==> config.mk <==
export PLATFORM = sky130hd
export DESIGN_NAME = spi_mon
export DESIGN_NICKNAME = d
export VERILOG_FILES = /design/src/rtl/spi_mon_pkg.sv /design/src/rtl/spi_mon_sync.sv /design/src/rtl/spi_mon_edge.sv /design/src/rtl/spi_mon_shift.sv /design/src/rtl/spi_mon.sv
export SDC_FILE = /design/constraint.sdc
export NUM_CORES = 1
export LEC_CHECK = 0
export BUFFER_PORTS_ARGS = -buffer_cell sky130_fd_sc_hd__buf_2
export CAP_MARGIN = 20
export CORE_MARGIN = 2
export CORE_UTILIZATION = 53
export CTS_CLUSTER_DIAMETER = 50
export CTS_CLUSTER_SIZE = 40
export DETAILED_ROUTE_END_ITERATION = 10
export PLACE_DENSITY = 0.82
export SLEW_MARGIN = 20
export SYNTH_ARGS = -nofsm -noshare
export SYNTH_HDL_FRONTEND = slang
export SYNTH_SLANG_ARGS = --single-unit
==> constraint.sdc <==
create_clock -name clk -period 2.75 [get_ports clk]
set_clock_uncertainty 0.2 [all_clocks]
set_input_delay 0.275 -clock clk [delete_from_list [all_inputs] [get_ports clk]]
set_output_delay 0.275 -clock clk [all_outputs]
set_load 0.05 [all_outputs]
==> src/rtl/spi_mon_pkg.sv <==
package spi_mon_pkg;
  typedef enum logic [1:0] {
    PH_MODE0 = 2'd0,
    PH_MODE1 = 2'd1,
    PH_MODE2 = 2'd2,
    PH_MODE3 = 2'd3
  } phase_mode_e;

  function automatic phase_mode_e mode_of(input logic pol, input logic pha);
    return phase_mode_e'({pol, pha});
  endfunction

  // Level the clock must reach for a capture in the given mode.
  function automatic logic capture_level(input phase_mode_e m);
    return (m == PH_MODE0) || (m == PH_MODE3);
  endfunction
endpackage

==> src/rtl/spi_mon_sync.sv <==
module spi_mon_sync #(
  parameter int W = 4,
  parameter int STAGES = 2,
  parameter logic [W-1:0] RST_VAL = '0
) (
  input  logic         clk,
  input  logic         rst,
  input  logic [W-1:0] d,
  output logic [W-1:0] q
);
  logic [STAGES-1:0][W-1:0] stg;

  always_ff @(posedge clk) begin
    if (rst) stg <= {STAGES{RST_VAL}};
    else     stg <= {stg[STAGES-2:0], d};
  end

  assign q = stg[STAGES-1];

  p_sync_delay_r10: assert property (@(posedge clk) disable iff (rst)
    !$past(rst) |-> stg[1] == $past(stg[0]));
endmodule

==> src/rtl/spi_mon_edge.sv <==
module spi_mon_edge
  import spi_mon_pkg::*;
(
  input  logic clk,
  input  logic rst,
  input  logic sck_s,
  input  logic cpol,
  input  logic cpha,
  output logic cap
);
  logic prev_q;
  phase_mode_e mode;

  assign mode = mode_of(cpol, cpha);
  assign cap  = (sck_s != prev_q) && (sck_s == capture_level(mode));

  always_ff @(posedge clk) begin
    if (rst) prev_q <= 1'b1;
    else     prev_q <= sck_s;
  end

  p_cap_on_change_r2: assert property (@(posedge clk) disable iff (rst)
    cap |-> !$stable(sck_s));
endmodule

==> src/rtl/spi_mon_shift.sv <==
module spi_mon_shift #(
  parameter int MAX_W = 32,
  parameter int TS_W  = 32,
  localparam int LEN_W = $clog2(MAX_W)
) (
  input  logic             clk,
  input  logic             rst,
  input  logic             active,
  input  logic             cap,
  input  logic             lsb_first,
  input  logic [LEN_W-1:0] len_m1,
  input  logic             mosi,
  input  logic             miso,
  input  logic [TS_W-1:0]  ts,
  output logic             fin,
  output logic             done,
  output logic [MAX_W-1:0] out_mosi,
  output logic [MAX_W-1:0] out_miso,
  output logic [TS_W-1:0]  out_t_first,
  output logic [TS_W-1:0]  out_t_last
);
  logic [LEN_W-1:0] idx_q, pos;
  logic [MAX_W-1:0] mo_q, mi_q, mo_nx, mi_nx;
  logic [TS_W-1:0]  tf_q;
  logic             last;

  always_comb begin
    pos   = lsb_first ? idx_q : (len_m1 - idx_q);
    mo_nx = mo_q;
    mi_nx = mi_q;
    mo_nx[pos] = mosi;
    mi_nx[pos] = miso;
  end

  assign last = (idx_q >= len_m1);
  assign fin  = active && cap && last;

  always_ff @(posedge clk) begin
    if (rst) begin
      idx_q       <= '0;
      mo_q        <= '0;
      mi_q        <= '0;
      tf_q        <= '0;
      done        <= 1'b0;
      out_mosi    <= '0;
      out_miso    <= '0;
      out_t_first <= '0;
      out_t_last  <= '0;
    end else begin
      done <= 1'b0;
      if (!active) begin
        idx_q <= '0;
        mo_q  <= '0;
        mi_q  <= '0;
      end else if (cap) begin
        if (last) begin
          done        <= 1'b1;
          out_mosi    <= mo_nx;
          out_miso    <= mi_nx;
          out_t_first <= (idx_q == '0) ? ts : tf_q;
          out_t_last  <= ts;
          idx_q       <= '0;
          mo_q        <= '0;
          mi_q        <= '0;
        end else begin
          if (idx_q == '0) tf_q <= ts;
          idx_q <= idx_q + 1'b1;
          mo_q  <= mo_nx;
          mi_q  <= mi_nx;
        end
      end
    end
  end

  p_idle_clear_r9: assert property (@(posedge clk) disable iff (rst)
    !active |=> (idx_q == '0) && (mo_q == '0) && (mi_q == '0));
  p_stamp_order_r7: assert property (@(posedge clk) disable iff (rst)
    done |-> out_t_first <= out_t_last);
  p_no_done_idle_r9: assert property (@(posedge clk) disable iff (rst)
    !active |=> !done);
endmodule

==> src/rtl/spi_mon.sv <==
module spi_mon #(
  parameter int MAX_W = 32,
  parameter int TS_W  = 32,
  parameter int CNT_W = 16,
  localparam int LEN_W = $clog2(MAX_W)
) (
  input  logic             clk,
  input  logic             rst,
  input  logic             cfg_cpol,
  input  logic             cfg_cpha,
  input  logic             cfg_lsb_first,
  input  logic             cfg_cs_active_high,
  input  logic [LEN_W-1:0] cfg_len_m1,
  input  logic             spi_sck,
  input  logic             spi_mosi,
  input  logic             spi_miso,
  input  logic             spi_cs,
  output logic             word_valid,
  output logic [MAX_W-1:0] word_mosi,
  output logic [MAX_W-1:0] word_miso,
  output logic [TS_W-1:0]  word_t_first,
  output logic [TS_W-1:0]  word_t_last,
  output logic [CNT_W-1:0] word_count
);
  logic [3:0]      bus_s;
  logic            sck_s, cs_s, mosi_s, miso_s;
  logic            cap, active, fin;
  logic [TS_W-1:0] ts_q;

  spi_mon_sync #(.W(4), .STAGES(2), .RST_VAL(4'b1100)) u_sync (
    .clk (clk),
    .rst (rst),
    .d   ({spi_sck, spi_cs, spi_mosi, spi_miso}),
    .q   (bus_s)
  );
  assign {sck_s, cs_s, mosi_s, miso_s} = bus_s;
  assign active = (cs_s == cfg_cs_active_high);

  spi_mon_edge u_edge (
    .clk   (clk),
    .rst   (rst),
    .sck_s (sck_s),
    .cpol  (cfg_cpol),
    .cpha  (cfg_cpha),
    .cap   (cap)
  );

  spi_mon_shift #(.MAX_W(MAX_W), .TS_W(TS_W)) u_shift (
    .clk         (clk),
    .rst         (rst),
    .active      (active),
    .cap         (cap),
    .lsb_first   (cfg_lsb_first),
    .len_m1      (cfg_len_m1),
    .mosi        (mosi_s),
    .miso        (miso_s),
    .ts          (ts_q),
    .fin         (fin),
    .done        (word_valid),
    .out_mosi    (word_mosi),
    .out_miso    (word_miso),
    .out_t_first (word_t_first),
    .out_t_last  (word_t_last)
  );

  always_ff @(posedge clk) begin
    if (rst) begin
      ts_q       <= '0;
      word_count <= '0;
    end else begin
      ts_q <= ts_q + 1'b1;
      if (fin) word_count <= word_count + 1'b1;
    end
  end

  p_ts_step_r7: assert property (@(posedge clk) disable iff (rst)
    !$past(rst) |-> ts_q == $past(ts_q) + 1'b1);
  p_count_step_r8: assert property (@(posedge clk) disable iff (rst)
    word_valid |-> word_count == $past(word_count) + 1'b1);
  p_valid_pulse_r6: assert property (@(posedge clk) disable iff (rst)
    word_valid |=> !word_valid);
  p_count_hold_r8: assert property (@(posedge clk) disable iff (rst)
    !word_valid && !$past(rst) |-> $stable(word_count));
endmodule

==> summary.md, run 1 <==
| Metric | Value |
|---|---|
| Bufs and invs on worst path | 3 |
| EDFF count, synth | 0 |
| Slew HR | 0.2488 |
| CTS root buf | clkbuf_16 |
| Maximum clock path buffer count | 3 |
| Hold path start | cfg_cs_active_high |
| Post-Syn Area | 0.01293 mm2 |
| Final Cycle Share | 1.132 |
| Synth-to-layout area growth | 36.77% |
| CP endpoint kind | register |
| R2R Setup Slk | -0.36 ns |
| Final Core Density | 0.7338 |
| Crit path max-delay cell type | o32a_1 |
| Total CTS buffers | 34 |
| Reg-to-Reg End | u_shift.out_miso[14] |
| Initial antenna violation count | 0 |
| Floorplan core area | about 0.024 mm2 |
| TritonRoute pass-1 iters | 8 |
| Port Buffers | between 150 and 200 |
| Crit-path cells | ha_4 -> inv_2 -> fa_2 -> a211oi_2 -> nor2_2 -> xor2_2 -> buf_4 -> o32a_1 -> buf_12 -> o21ai_1 -> a311oi_2 |
| GP Congestion | approximately 0.9 |
| Yosys reg bits | about 290 |
| Leakage power | ~6.6 nW |
| Final setup fails | approximately 130 |
| Minimum clock period | between 3 and 4 ns |
| Delay-heaviest family, CP | compound AO/OA/AOI/OAI gates |
| Clock tree sinks | 287 |
| Top-Level Pins | 160 |
| FP Rows | 57 |
| CP startpoint kind | register |
| Synth warn | 0 |
| Share of cells above drive strength 1 | 0.3491 |
| Area post-placement | roughly 0.015 mm2 |
| Max Freq | approximately 0.32 GHz |
| Dpl hpwl | about 24 mm |
| Fillcell total | 1545 |
| Crit path DAT | roughly 3.3 ns |
| PnR Total Power | roughly 0.010 W |
| Starting density of the core | 0.5365 |
| Worst Hold Depth | 6 |
| Total grt overflow | 0 |
| Peak supply drop | approximately 0.59 mV |
| PwrDens | roughly 580 mW/mm2 |
| Crit-path max FO | 31 |
| Number of distinct library cells after synthesis | 57 |
| MaxCap Viol Count | 0 |
| Vias/cell | approximately 6.4 |
| Slew @ Worst Pin | approximately 1.1 ns |
| Violated checks | setup timing |
| Final hold violation count | 0 |
| Syn Area/Cell | approximately 8.5 um2 |
| Ys flop type | dfxtp_1 |
| Critical R2R Launch | u_shift.idx_q[0] |
| Clk slew on worst S/H paths | 0.07 ns |
| Die ar. | 0.02567 mm2 |
| Final ANT Viol Nets | 0 |
| Syn Nets | 1553 |
| Largest net degree at the start of global routing | slightly above 100 |
| Antenna cell count | 0 |
| WHS Endpoint | word_count[5] |
| R2R depth | 11 |
| CTS tree | yes |
| Routed wire length | 44.86 mm |
| Avg WL per Cell | about 21 um |
| Post-Synthesis Cells | ~1.5k |
| CP Class | register to register |
| Die height | ~160 um |
| # nets final | roughly 1.8k |
| Worst skew pair latency | about 0.51 ns |
| Hold Crit Class | primary input to register |
| Final Cell Area | roughly 0.018 mm2 |
| FFs w/ async S/R, synth | 0 |
| PnR worst setup slack | -0.3638 ns |
| Vias | approximately 13k |
| Die W | 160.2 um |
| CP Data Required Time | about 2.9 ns |
| Vias in the first global route | 12.38k |
| Seq/Total Area, Yosys | 0.4442 |
| First-pass GRT wire length | a little over 60 mm |
| Gr usage total | 0.2905 |
| Residual DRC | 0 |
| Critical Path Max Stage Delay | 0.37 ns |
| DP Worst Slack | -0.2584 ns |
| Status | complete, but fails checks |
| Unrepaired setup endpoints after global routing | yes |
| H-tree Lvls | 2 |
| Drt initial violations | around 1.8k |
| Hold Slack | around 0.18 ns |
| Max Slew Vio Count | 0 |
==> sequential cells by signal (all words and copies together) (netlist names) <==
name	cells
ts_q	32
u_edge.prev_q	1
u_shift.done	1
u_shift.idx_q	5
u_shift.mi_q	32
u_shift.mo_q	32
u_shift.out_miso	32
u_shift.out_mosi	32
u_shift.out_t_first	32
u_shift.out_t_last	32
u_shift.tf_q	32
u_sync.q	4
u_sync.stg	4
word_count	16
==> stage by stage <==
stage          TNS, ns  cells
2_1_floorplan        0   1528
3_3_place_gp    -9.881   2013
3_5_place_dp    -22.86   2013
4_1_cts        -0.3522   2099
5_1_grt         -30.77   2120
6_report        -20.11   2120
==> layout by cell type, fill, tap and decap left out, types with 15 or more instances in the layout <==
cell,netlist,layout
dfxtp_1,287,285
o21ai_0,56,35
nand3_2,1,62
a211oi_2,33,41
nand3_1,155,89
buf_12,0,23
o21ai_1,3,16
nor2_2,0,15
buf_2,26,158
xnor2_1,25,23
or3_1,16,16
clkbuf_16,0,44
o211ai_1,62,62
buf_6,7,25
nand2_1,253,253
a21oi_1,85,82
mux2i_1,34,33
buf_4,6,107
a2111oi_2,23,24
a311oi_2,15,24
nor2_1,171,155
==> routing by layer <==
metal | up-vias | share of wire | global-route usage
li1 | 5890 | - | -
met1 | 6318 | 0.36 | 0.3472
met2 | 935 | 0.48 | 0.5085
met3 | 319 | 0.097 | 0.04156
met4 | 0 | 0.067 | 0.1507
met5 | - | 0 | 0
==> final cells by class <==
type                       count  area [um2]  area share
clock inverter                20       203.9     0.01153
timing repair buffer         339        2850      0.1611
tap                          324       405.4     0.02292
clock buffer                  42       974.7     0.05510
sequential                   287        5748      0.3249
inverter                      14       52.55    0.002971
multi-input combinational   1094        7455      0.4214
==> report_power, final <==
group | switching [W] | internal [W] | leakage, nW
Combinational | 0.000841 | 0.000471 | 3.69
Clock | 0.00203 | 0.00263 | 0.572
Sequential | 0.0000509 | 0.00422 | 2.32
Total | 0.00292 | 0.00732 | 6.58
==> how the worst max path moves through the flow <==
stage                startpoint                    to  depth (start not counted)
2_1_floorplan  u_shift.idx_q[1]        word_count[15]                          9
3_3_place_gp      cfg_len_m1[0]   u_shift.out_mosi[6]                         13
3_5_place_dp      cfg_len_m1[0]   u_shift.out_miso[5]                         13
4_1_cts        u_shift.idx_q[0]  u_shift.out_mosi[15]                         12
5_1_grt        u_shift.idx_q[0]  u_shift.out_miso[14]                         11
6_report       u_shift.idx_q[0]  u_shift.out_miso[14]                         11
==> worst reg2reg max path, stage by stage (launching register included) <==
cell,delay [ns]
dfxtp_2,0.35
ha_4,0.14
inv_2,0.03
fa_2,0.35
a211oi_2,0.33
nor2_2,0.12
xor2_2,0.19
buf_4,0.17
o32a_1,0.37
buf_12,0.19
o21ai_1,0.35
a311oi_2,0.18
==> cells in the mapped netlist (all sizes together) (3+ instances only) <==
| library cell | instances | area, um2 |
|---|---|---|
| nand2 | 253 | 949.7 |
| a311oi | 37 | 417.9 |
| and3 | 5 | 31.28 |
| nor2 | 171 | 641.9 |
| or3 | 16 | 100.1 |
| or2 | 7 | 43.80 |
| and2 | 3 | 18.77 |
| and4 | 5 | 43.79 |
| o31ai | 5 | 47.54 |
| clkbuf | 96 | 360.4 |
| xor2 | 13 | 113.9 |
| ha | 9 | 112.6 |
| o21a | 4 | 30.03 |
| o211ai | 62 | 465.5 |
| nor2b | 7 | 43.79 |
| mux2i | 34 | 340.3 |
| xnor2 | 27 | 251.5 |
| a2111oi | 25 | 381.6 |
| a21oi | 85 | 425.4 |
| o21ai | 59 | 295.3 |
| nand2b | 4 | 25.02 |
| buf | 39 | 254.0 |
| nor3 | 9 | 50.05 |
| a211oi | 61 | 623.1 |
| nor4 | 4 | 25.02 |
| inv | 14 | 52.55 |
| dfxtp | 287 | 5746 |
| nand3 | 156 | 785.8 |
| nand4 | 11 | 68.82 |
==> repair_timing <==
item / 4_1_cts / 5_1_grt
endpoints found under the setup margin: 139 / 147
setup buffers: 13 / 17
hold buffers: 5 / 0
resized for setup: 40 / 196
pin swaps: 17 / 95
endpoints found under the hold margin: 32 / 0
cloned: 6 / 9
==> logic make-up after synthesis <==
family	after synthesis	share of synthesized area
AO/OA/AOI/OAI	352	0.2172
XOR/XNOR	40	0.02825
adder cells (fa/ha/maj)	10	0.01025
buffers and inverters	149	0.05156
AND/OR/NAND/NOR	655	0.2211
flip-flops	287	0.4442
multiplexers	35	0.02747
No activity file was read; power rests on OpenSTA's default activity.
==> run 2: changes to the inputs <==
--- a/config.mk
+++ b/config.mk
@@ -12,7 +12,9 @@
 export CTS_CLUSTER_DIAMETER = 50
 export CTS_CLUSTER_SIZE = 40
 export DETAILED_ROUTE_END_ITERATION = 10
+export MAX_ROUTING_LAYER = met4
 export PLACE_DENSITY = 0.82
+export SKIP_CTS_REPAIR_TIMING = 1
 export SLEW_MARGIN = 20
 export SYNTH_ARGS = -nofsm -noshare
 export SYNTH_HDL_FRONTEND = slang
==> run 2 against run 1 <==
Effect of this change:
- the flow still finishes with violations (setup timing)
- register-to-register slack improved by 0.12 ns
- critical path type unchanged
- critical endpoint is now u_shift.out_miso[22]
- die area unchanged
- global-route usage decreased by 0.73 points
- wire length fell by 1.9%
==> summary.md, run 2 (same netlist as run 1, synthesis figures left out) <==
| Metric | Value |
|---|---|
| Status | complete, but fails checks |
| Violated checks | setup timing |
| Final ANT Viol Nets | 0 (unchanged) |
| Synth-to-layout area growth | 36.75% (about the same) |
| Final setup fails | 112 (-13%) |
| DP Worst Slack | -0.2584 ns (unchanged) |
| CP endpoint kind | register |
| PnR worst setup slack | -0.2441 ns (+0.1198 ns) |
| Largest net degree at the start of global routing | 101 (unchanged) |
| GP Congestion | 0.8937 (+1.8%) |
| Dpl hpwl | 23.95 mm (unchanged) |
| Vias in the first global route | 12.06k (-2.6%) |
| Minimum clock period | 2.994 ns (-0.1198 ns) |
| CP Class | register to register |
| # nets final | 1798 (+0.17%) |
| Leakage power | 6.586 nW (about the same) |
| Share of cells above drive strength 1 | 0.3291 (-0.02004) |
| CTS tree | yes |
| Die ar. | 0.02567 mm2 (unchanged) |
| CP startpoint kind | register |
| Delay-heaviest family, CP | compound AO/OA/AOI/OAI gates |
| Slew @ Worst Pin | 1.098 ns (-0.02884 ns) |
| Internal cell power | 0.007318 W (about the same) |
| Routed wire length | 43.98 mm (-1.9%) |
| Area post-placement | 0.01492 mm2 (unchanged) |
| First-pass GRT wire length | 59.04 mm (-4.8%) |
| Clock tree sinks | 287 (unchanged) |
| CTS root buf | clkbuf_16 |
| Antenna cell count | 0 (unchanged) |
| Crit path DAT | 3.17 ns (-0.11 ns) |
| Die height | 160.2 um (unchanged) |
| Final hold violation count | 0 (unchanged) |
| Bufs and invs on worst path | 3 (unchanged) |
| Final Cycle Share | 1.089 (-0.04355) |
| FP Rows | 57 (unchanged) |
| Vias | 13.46k (-0.022%) |
| Gr usage total | 0.2832 (-0.007316) |
| Clk slew on worst S/H paths | 0.06 ns (about the same) |
| Commonest non-fill, non-tap cell in the layout | dfxtp_1 |
| Levels on crit path | 11 (unchanged) |
| Top-Level Pins | 160 (unchanged) |
| Crit path max-delay cell type | a2111oi_2 |
| Maximum clock path buffer count | 3 (unchanged) |
| Die W | 160.2 um (unchanged) |
| Total grt overflow | 0 (unchanged) |
| Crit-path max FO | 10 (-68%) |
| Logic pwr share | 0.127 (about the same) |
| Starting density of the core | 0.5365 (unchanged) |
| Final Core Density | 0.7337 (about the same) |
| R2R depth | 11 (unchanged) |
| Final Cell Area | 0.01769 mm2 (about the same) |
| Max Freq | 0.3340 GHz (+4.0%) |
| Total CTS buffers | 34 (unchanged) |
| Residual DRC | 0 (unchanged) |
| Clock Power Share | 0.455 (about the same) |
| Vias/cell | 6.340 (-0.16%) |
| CP Data Required Time | 2.93 ns (+0.02 ns) |
| Port Buffers | 159 (unchanged) |
| NetSw | 0.002903 W (-0.63%) |
| Critical Path Max Stage Delay | 0.41 ns (+0.04 ns) |
| Unrepaired setup endpoints after global routing | yes |
| Most frequent cells in the layout | dfxtp_1, nand2_1, buf_2 |
| Drt initial violations | 1636 (-8.3%) |
| TritonRoute pass-1 iters | 6 (-2) |
| MaxCap Viol Count | 0 (unchanged) |
| Slew HR | 0.2680 (+0.01923) |
| Register share of total power | 0.418 (about the same) |
| Hold Slack | 0.2020 ns (+0.01799 ns) |
| Peak supply drop | 0.5591 mV (-4.7%) |
| H-tree Lvls | 2 (unchanged) |
| PwrDens | 577.9 mW/mm2 (-0.24%) |
| Switching share of total power | 0.2840 (-0.001084) |
| Max Slew Vio Count | 0 (unchanged) |
| Worst skew pair latency | 0.52 ns (about the same) |
| Floorplan core area | 0.02411 mm2 (unchanged) |
| Crit-path cells | ha_4 -> inv_2 -> fa_2 -> a211oi_2 -> o21bai_1 -> o21bai_2 -> buf_4 -> o21ai_4 -> buf_12 -> a211oi_1 -> a2111oi_2 |
| Initial antenna violation count | 0 (unchanged) |
| Worst Hold Depth | 6 (unchanged) |
| Avg WL per Cell | 20.72 um (-2.1%) |
| Hold Crit Class | primary input to register |
==> run 2: cell types whose count changed in the layout (fill, tap and decap cells not counted), sizes merged <==
cell and delta:
bufbuf -1, o21a -2, clkbuf +6
==> run 2: layer usage <==
metal	track usage	vias up	share of wire
li1	-	5906	-
met1	0.3290	6341	0.36
met2	0.4823	901	0.48
met3	0.04260	311	0.086
met4	0.1339	0	0.070
met5	-	-	0
==> run 2: layout make-up <==
type	count	area, um2
Clock inverter	20	203.9
Multi-Input combinational cell	1092	7386
Inverter	14	55.05
Timing Repair Buffer	344	2914
Tap cell	324	405.4
Fill cell	1544	6419
Clock buffer	42	974.7
Sequential cell	287	5748
==> run 2: worst reg2reg max path, cell delays in order, from the launching register on <==
cell	delay, ns
dfxtp_2	0.35
ha_4	0.14
inv_2	0.04
fa_2	0.36
a211oi_2	0.30
o21bai_1	0.15
o21bai_2	0.27
buf_4	0.19
o21ai_4	0.18
buf_12	0.17
a211oi_1	0.11
a2111oi_2	0.41
==> run 2: per-stage QoR <==
step / instances / TNS [ns] / total power, W
final: 2123 / -9.782 / 0.01022
after global routing: 2123 / -23.62 / 0.01045
after detailed placement: 2013 / -22.86 / 0.005351
after CTS: 2075 / -15.23 / 0.009922
after floorplan: 1528 / 0 / 0.004986
after global placement: 2013 / -9.881 / 0.005333
==> run 2: path summary, 6_finish.rpt <==
kind | start | end | slack, ns
worst min register to register | u_sync.stg[3] | u_sync.q[3] | 0.21
worst max-delay path | u_shift.idx_q[0] | u_shift.out_miso[22] | -0.24
worst max register to register | u_shift.idx_q[0] | u_shift.out_miso[22] | -0.24
worst min-delay path | cfg_cs_active_high | word_count[5] | 0.20
==> run 2: power groups by stage <==
stage | clock network [W] | registers [W] | logic (W)
after detailed placement | 0 | 0.00436 | 0.000990
after global placement | 0 | 0.00436 | 0.000974
after floorplan | 0 | 0.00454 | 0.000442
final | 0.00465 | 0.00427 | 0.00130
after global routing | 0.00483 | 0.00428 | 0.00134
after CTS | 0.00466 | 0.00427 | 0.000998
